### src/rtl/fnt_bfly_pkg.sv
package fnt_bfly_pkg;

  // Selects whether the butterfly results pass through an output register.
  typedef enum logic {
    OUT_COMB = 1'b0,
    OUT_REG  = 1'b1
  } out_mode_e;

endpackage

### src/rtl/fnt_pow2_scale.sv
// Multiplies one diminished-1 vector by 2^sh modulo 2^W+1.
// Stage s rotates the vector left by 2^s and inverts the bits that wrap.
module fnt_pow2_scale #(
  parameter int WIDTH = 8,
  localparam int SHW = $clog2(WIDTH)
) (
  input  logic [WIDTH-1:0] din,
  input  logic [SHW-1:0]   sh,
  output logic [WIDTH-1:0] dout
);

  logic [WIDTH-1:0] stg [SHW+1];

  assign stg[0] = din;

  for (genvar s = 0; s < SHW; s++) begin : g_stage
    localparam int AMT = 1 << s;
    logic [WIDTH-1:0] rot;
    assign rot = {stg[s][WIDTH-1-AMT:0], ~stg[s][WIDTH-1:WIDTH-AMT]};
    assign stg[s+1] = sh[s] ? rot : stg[s];
  end

  assign dout = stg[SHW];

endmodule

### src/rtl/fnt_mod_csa.sv
// One carry-save level modulo 2^W+1 in diminished-1 form.
// The carry out of the top bit is inverted and fed back into bit 0.
// The output pair then satisfies s + c == a + b + c_in + 1 (mod 2^W+1).
module fnt_mod_csa #(
  parameter int WIDTH = 8
) (
  input  logic [WIDTH-1:0] a,
  input  logic [WIDTH-1:0] b,
  input  logic [WIDTH-1:0] c,
  output logic [WIDTH-1:0] sum,
  output logic [WIDTH-1:0] car
);

  logic [WIDTH-1:0] maj;

  assign sum = a ^ b ^ c;
  assign maj = (a & b) | (a & c) | (b & c);
  assign car = {maj[WIDTH-2:0], ~maj[WIDTH-1]};

endmodule

### src/rtl/fnt_mod_compress42.sv
// Modular 4-to-2 compressor: four diminished-1 vectors in, one pair out.
// The pair's residue equals the sum of the four inputs' residues.
module fnt_mod_compress42 #(
  parameter int WIDTH = 8
) (
  input  logic [WIDTH-1:0] in0,
  input  logic [WIDTH-1:0] in1,
  input  logic [WIDTH-1:0] in2,
  input  logic [WIDTH-1:0] in3,
  output logic [WIDTH-1:0] sum,
  output logic [WIDTH-1:0] car
);

  logic [WIDTH-1:0] lvl1_sum;
  logic [WIDTH-1:0] lvl1_car;

  fnt_mod_csa #(.WIDTH(WIDTH)) u_lvl1 (
    .a   (in0),
    .b   (in1),
    .c   (in2),
    .sum (lvl1_sum),
    .car (lvl1_car)
  );

  fnt_mod_csa #(.WIDTH(WIDTH)) u_lvl2 (
    .a   (lvl1_sum),
    .b   (lvl1_car),
    .c   (in3),
    .sum (sum),
    .car (car)
  );

endmodule

### src/rtl/fnt_bfly_cs.sv
// Radix-2 butterfly on redundant diminished-1 operands:
//   M = K + L*2^t,  N = K - L*2^t  (mod 2^WIDTH+1)
module fnt_bfly_cs
  import fnt_bfly_pkg::*;
#(
  parameter int        WIDTH    = 8,
  parameter out_mode_e OUT_MODE = OUT_REG,
  localparam int       SHW      = $clog2(WIDTH)
) (
  input  logic             clk,
  input  logic             rst_n,
  input  logic [SHW-1:0]   shift_exp,
  input  logic [WIDTH-1:0] k_a,
  input  logic [WIDTH-1:0] k_b,
  input  logic [WIDTH-1:0] l_a,
  input  logic [WIDTH-1:0] l_b,
  output logic [WIDTH-1:0] m_a,
  output logic [WIDTH-1:0] m_b,
  output logic [WIDTH-1:0] n_a,
  output logic [WIDTH-1:0] n_b
);

  // Named internal results, brought out for the checker.
  logic [WIDTH-1:0] l_a_scaled;
  logic [WIDTH-1:0] l_b_scaled;
  logic [WIDTH-1:0] l_a_neg;
  logic [WIDTH-1:0] l_b_neg;
  logic [WIDTH-1:0] m_sum_c;
  logic [WIDTH-1:0] m_car_c;
  logic [WIDTH-1:0] n_sum_c;
  logic [WIDTH-1:0] n_car_c;

  fnt_pow2_scale #(.WIDTH(WIDTH)) u_scale_a (
    .din  (l_a),
    .sh   (shift_exp),
    .dout (l_a_scaled)
  );

  fnt_pow2_scale #(.WIDTH(WIDTH)) u_scale_b (
    .din  (l_b),
    .sh   (shift_exp),
    .dout (l_b_scaled)
  );

  // Negation in diminished-1 form is the bitwise complement.
  assign l_a_neg = ~l_a_scaled;
  assign l_b_neg = ~l_b_scaled;

  fnt_mod_compress42 #(.WIDTH(WIDTH)) u_cmp_sum (
    .in0 (k_a),
    .in1 (k_b),
    .in2 (l_a_scaled),
    .in3 (l_b_scaled),
    .sum (m_sum_c),
    .car (m_car_c)
  );

  fnt_mod_compress42 #(.WIDTH(WIDTH)) u_cmp_dif (
    .in0 (k_a),
    .in1 (k_b),
    .in2 (l_a_neg),
    .in3 (l_b_neg),
    .sum (n_sum_c),
    .car (n_car_c)
  );

  if (OUT_MODE == OUT_REG) begin : g_reg_out
    always_ff @(posedge clk or negedge rst_n) begin
      if (!rst_n) begin
        m_a <= '0;
        m_b <= '0;
        n_a <= '0;
        n_b <= '0;
      end else begin
        m_a <= m_sum_c;
        m_b <= m_car_c;
        n_a <= n_sum_c;
        n_b <= n_car_c;
      end
    end
  end else begin : g_comb_out
    assign m_a = m_sum_c;
    assign m_b = m_car_c;
    assign n_a = n_sum_c;
    assign n_b = n_car_c;
  end

endmodule

### config.mk
export PLATFORM = sky130hd
export DESIGN_NAME = fnt_bfly_cs
export DESIGN_NICKNAME = d
export VERILOG_FILES = /design/src/rtl/fnt_bfly_pkg.sv /design/src/rtl/fnt_pow2_scale.sv /design/src/rtl/fnt_mod_csa.sv /design/src/rtl/fnt_mod_compress42.sv /design/src/rtl/fnt_bfly_cs.sv
export SDC_FILE = /design/constraint.sdc
export NUM_CORES = 1
export LEC_CHECK = 0
export BUFFER_PORTS_ARGS = -buffer_cell sky130_fd_sc_hd__buf_2
export CELL_PAD_IN_SITES_DETAIL_PLACEMENT = 0
export CELL_PAD_IN_SITES_GLOBAL_PLACEMENT = 1
export CORE_MARGIN = 2
export CORE_UTILIZATION = 30
export CTS_CLUSTER_DIAMETER = 150
export DETAILED_ROUTE_END_ITERATION = 10
export PLACE_DENSITY = 0.66
export REMOVE_ABC_BUFFERS = 1
export SYNTH_ARGS = -nofsm -noshare
export SYNTH_HDL_FRONTEND = slang
export SYNTH_HIERARCHICAL = 1
export SYNTH_SLANG_ARGS = --single-unit
### constraint.sdc
create_clock -name clk -period 0.8 [get_ports clk]
set_clock_uncertainty 0.05 [all_clocks]
set_input_delay 0.16 -clock clk [delete_from_list [all_inputs] [get_ports clk]]
set_output_delay 0.16 -clock clk [all_outputs]
set_load 0.02 [all_outputs]
=== After elaboration in Yosys (flattened, before gate mapping) ===
Index checks and enable logic that the tools add are counted.

* Input port bits: 37
* Register bits after elaboration: 32
* Logic and storage cells: 48
* Output and inout bits: 32

* Muxes and demuxes: 6
* Bitwise logic cells: 38

{| class="wikitable"
|+ Operators by type and width
! kind !! count
|-
| $and 8x8->8 || 11
|-
| $or 8x8->8 || 8
|-
| $xor 8x8->8 || 7
|-
| $mux 8 || 6
|-
| $not 8->8 || 2
|-
| $not 4->4 || 2
|-
| $not 1->1 || 6
|-
| $not 2->2 || 2
|}

=== Longest topological paths before layout ===
* Depth after elaboration: 15
* Depth in mapped cells: 11
* Mapped depth without buffers: 10

=== Modules after synthesis ===
The synthesis kept the hierarchy.

{| class="wikitable"
|+ Modules (own cells, without submodules)
! module !! area each (um^2) !! cells each !! instances !! seq. area each (um^2)
|-
| fnt_bfly_cs || 860.8 || 48 || 1 || 800.8
|-
| fnt_pow2_scale || 359.1 || 45 || 2 || 0.0
|-
| fnt_mod_csa || 175.2 || 12 || 4 || 0.0
|}

=== Least setup slack after synthesis ===
No wires, ideal clock.

* Path type: input to register
* Start: in shift_exp[1]
* End: reg n_a[7]
* Data arrival time: 1954 ps
* Buffers on the path: 1
* Data required time: 636 ps
* Path slack: -1318 ps
* Stages on the path: 11
* Library setup time: 114 ps
* Path through: buf_6 > mux2_2 > nor2_1 > a211oi_1 > inv_1 > inv_1 > fa_1 > inv_1 > inv_1 > fa_1 > inv_1

* Elaborated cells between the ends (all ways): 13
* Classes of those cells: mux: 4; bitwise: 9

{| class="wikitable"
|+ RTL lines
! item !! line !! text
|-
| start: declaration || fnt_bfly_cs.sv:12 || <nowiki>input logic [SHW-1:0] shift_exp,</nowiki>
|-
| $mux 8 (2 in series) || fnt_pow2_scale.sv:20 || <nowiki>assign stg[s+1] = sh[s] ? rot : stg[s];</nowiki>
|-
| via l_a_scaled[7] || fnt_bfly_cs.sv:24 || <nowiki>logic [WIDTH-1:0] l_a_scaled;</nowiki>
|-
| $not 8->8 || fnt_bfly_cs.sv:46 || <nowiki>assign l_a_neg = ~l_a_scaled;</nowiki>
|-
| via l_a_neg[7] || fnt_bfly_cs.sv:26 || <nowiki>logic [WIDTH-1:0] l_a_neg;</nowiki>
|-
| $xor 8x8->8 || fnt_mod_csa.sv:16 || <nowiki>assign sum = a ^ b ^ c;</nowiki>
|-
| via u_cmp_dif.lvl1_sum[7] || fnt_mod_compress42.sv:14 || <nowiki>logic [WIDTH-1:0] lvl1_sum;</nowiki>
|-
| $xor 8x8->8 (2 in series) || fnt_mod_csa.sv:16 ||
|-
| via n_sum_c[7] || fnt_bfly_cs.sv:30 || <nowiki>logic [WIDTH-1:0] n_sum_c;</nowiki>
|-
| end signal: assignment || fnt_bfly_cs.sv:77 || <nowiki>n_a <= n_sum_c;</nowiki>
|-
| end: declaration || fnt_bfly_cs.sv:19 || <nowiki>output logic [WIDTH-1:0] n_a,</nowiki>
|}

The timed path passes the listed nets, and every way through them passes these cells.

=== Worst setup path after layout ===
* Start: in shift_exp[1]
* End: reg n_a[1]

* Elaborated cells between the ends (all ways): 15
* Classes of those cells: mux: 4; bitwise: 11

{| class="wikitable"
|+ RTL lines
! item !! line !! text
|-
| $mux 8 (*) || fnt_pow2_scale.sv:20 ||
|-
| $not 4->4 || fnt_pow2_scale.sv:19 || <nowiki>assign rot = {stg[s][WIDTH-1-AMT:0], ~stg[s][WIDTH-1:WIDTH-AMT]};</nowiki>
|-
| $mux 8 (*) || fnt_pow2_scale.sv:20 ||
|-
| via l_a_scaled[1] || fnt_bfly_cs.sv:24 ||
|-
| $not 8->8 (*) || fnt_bfly_cs.sv:46 ||
|-
| via l_a_neg[1] || fnt_bfly_cs.sv:26 ||
|-
| $xor 8x8->8 (*) || fnt_mod_csa.sv:16 ||
|-
| via u_cmp_dif.lvl1_sum[1] || fnt_mod_compress42.sv:14 ||
|-
| $xor 8x8->8 (*) (2 in series) || fnt_mod_csa.sv:16 ||
|-
| via n_sum_c[1] || fnt_bfly_cs.sv:30 ||
|}

Mark *: on every way through the listed nets, which the timed path passes. The rest lies on a longest branch.

==> flow_summary.ini <==
[run_status]
status = finished, violations left
violations = negative setup slack

[critical_path]
cp_max_fo = 5
slowest_delay_ns = 0.53
cp_slowest_cell = fa_2
path_class = primary input to register
path_delay_family = adder cells
worst-path-stages = 8
worst-path-buf-inv = 3
worstPathRequired_ns = 0.96
endpoint_kind = register
start_kind = primary input
crit_chain = buf_12, buf_8, or2_4, a32oi_2, o221ai_4, inv_1, fa_1, fa_2
cp.arrival_ns = 2.12

[timing]
rsz0062_at_grt = true
fin_crit_sh_pct = 245
hold_viol = 0
post-route-min-period_ns = 1.96
setup_viol = 64
tightest_slew_ns = 0.363
slew_headroom_pct = 75.7
maxSlewViolCount = 0
fin_ws_ns = -1.16
max_freq_ghz = 0.511

[drt]
drc = 0
drtPass1Iterations = 4
viasPerCell = 4.44
drt_iter0_drc = 23
wire_per_inst_um = 14.0
num_vias = 1760
drt-total-wl_mm = 5.56
ant_nets = 0

[pwr]
powerDensity_nw_per_um2 = 2120
intPower_mw = 5.01
peakVddDrop_uv = 680
switching_power_mw = 2.68
p_total_mw = 7.69
p_clk_share_pct = 19.1
switching_share_pct = 34.8
power.leakage_nw = 1.67
share_comb_of_total_power_pct = 49.5
power_frac_seq_pct = 31.4

[synthesis]
yosys_warnings = 6
yosysSeqAreaShare_pct = 35.1
syn_area_um2 = 2280
synth_seq_cells = 32
synth_area_per_cell_um2 = 12.3
synthDistinctLibCells = 22
synth_cells = 186

[layout]
num_antenna_cells = 0
nNetsFinal = 365
utilization_pct = 49.6
drive_gt1_share_pct = 59.9
area.growth.synth_to_final_pct = 58.8

[die]
die_y_um = 91.2
ioPinCount = 69
fp.dieArea_um2 = 8310
core_area_um2 = 7290
initial_core_util_pct = 31.3
die_w_um = 91.2
rows = 31

[global_routing]
grt_max_degree = 26
overflow = 0
antenna_found_initial = 0
grt_pass1_vias = 1894
track_usage_pct = 14.0
grt_pass1_wl_mm = 9.18

[clock_tree]
cts_sinks = 32
cts-root-buf = clkbuf_8
ctsLongestPathBuffers = 2
cts_tree = yes
cts_htree_levels = 2
path_clk_slew_ns = 0.07
tritoncts.num_buffers = 5

[place]
place.gp.congestion = 0.882
portBuffers = 68
dp_hpwl_mm = 4.56

[worst_hold_path]
min_path_type = primary input to asynchronous set/reset pin

[job]
cap_violations = 0
-- timing repair --
action | in CTS | in global routing
gates resized for setup | 98 | 36
endpoints found under the hold margin | 32 | 0
setup buffers | 4 | 1
endpoints found under the setup margin | 64 | 64
cloned | 1 | 0
pin swaps | 20 | 28
hold buffers | 1 | 0
-- placed cells by master (no fill, tap or decap), drive strengths merged --
cell type,netlist,layout
o221ai,2,2
nand2b,4,4
a221oi,2,2
a211oi,8,8
nor3,2,2
buf,4,106
a32oi,2,2
nor2b,2,2
a21oi,6,6
dfrtp,32,32
clkbuf,0,6
bufinv,0,1
nand2,4,4
or2,4,4
dlygate4sd3,0,1
clkinv,0,1
nor2,10,10
fa,32,32
mux2i,10,10
o22ai,16,16
inv,36,36
mux2,10,10
-- per-layer routing --
layer / vias to the layer above / part of all wire, % / global-route usage, %
li1: 837 / - / -
met1: 864 / 45 / 19.0
met2: 53 / 49 / 23.0
met3: 6 / 4.0 / 2.16
met4: 0 / 1.5 / 4.67
met5: - / 0 / 0
-- area by class of cell --
class | instances | area (um2)
well taps | 99 | 124
flip-flops and latches | 32 | 801
fillers | 677 | 3670
inverters | 36 | 135
repair buffers | 107 | 911
clock buffers | 6 | 72.6
multi-input cells | 114 | 1540
clock inverters | 2 | 35.0
-- cell usage after synthesis --
library cell	count	area [um2]
mux2_4	4	60.1
or2_4	2	17.5
a21oi_1	6	30.0
o221ai_1	2	17.5
buf_6	4	45.0
or2_1	2	12.5
mux2_2	6	67.6
nor3_1	2	10.0
mux2i_1	6	60.1
nand2_1	4	15.0
a211oi_2	6	75.1
nor2b_1	2	12.5
fa_1	32	641
dfrtp_1	32	801
nand2b_1	4	25.0
a211oi_1	2	15.0
o22ai_1	16	100
inv_1	36	135
nor2_1	10	37.5
a32oi_1	2	17.5
a221oi_2	2	30.0
mux2i_2	4	55.1
-- power groups by stage --
stage | Sequential (mW) | Combinational, mW | Clock, mW
CTS | 2.42 | 3.75 | 1.53
global placement | 2.32 | 2.89 | 0
finish | 2.42 | 3.81 | 1.47
floorplan | 3.06 | 0.938 | 0
detailed placement | 2.31 | 2.94 | 0
global route | 2.48 | 4.15 | 1.58
-- final timing paths --
| check | to | slack, ns | from |
|---|---|---|---|
| hold / removal | m_b[4] | 0.22 | rst_n |
| max in group asynchronous | m_a[1] | 0.09 | rst_n |
| setup / recovery | n_a[1] | -1.16 | shift_exp[1] |
| min in group clk | m_a[3] | 0.33 | k_b[2] |
-- cell families after synthesis --
| family | Yosys count | share of synthesized area [%] |
|---|---|---|
| buffers and inverters | 40 | 7.90 |
| muxes | 20 | 10.6 |
| adders and majority gates | 32 | 28.1 |
| and+or+nand+nor | 26 | 5.71 |
| AOI/OAI and AO/OA | 36 | 12.5 |
| DFF | 32 | 35.1 |
-- sequential cells by signal (all words and copies together) (netlist names) --
register,count
m_a,8
n_a,8
n_b,8
m_b,8
-- per-stage QoR --
step	hold slack, ns	setup slack (ns)	cells	cell area, um2	TNS (ns)
after floorplan	-0.186	-1.26	182	2230	-33.57
after global placement	-0.0297	-1.59	383	2970	-47.69
after detailed placement	-0.0275	-1.67	383	2970	-48.84
after CTS	0.217	-1.14	397	3490	-40.08
after global routing	0.232	-1.20	396	3620	-41.54
final	0.222	-1.16	396	3620	-39.21
(Power assumes the default switching activity.)
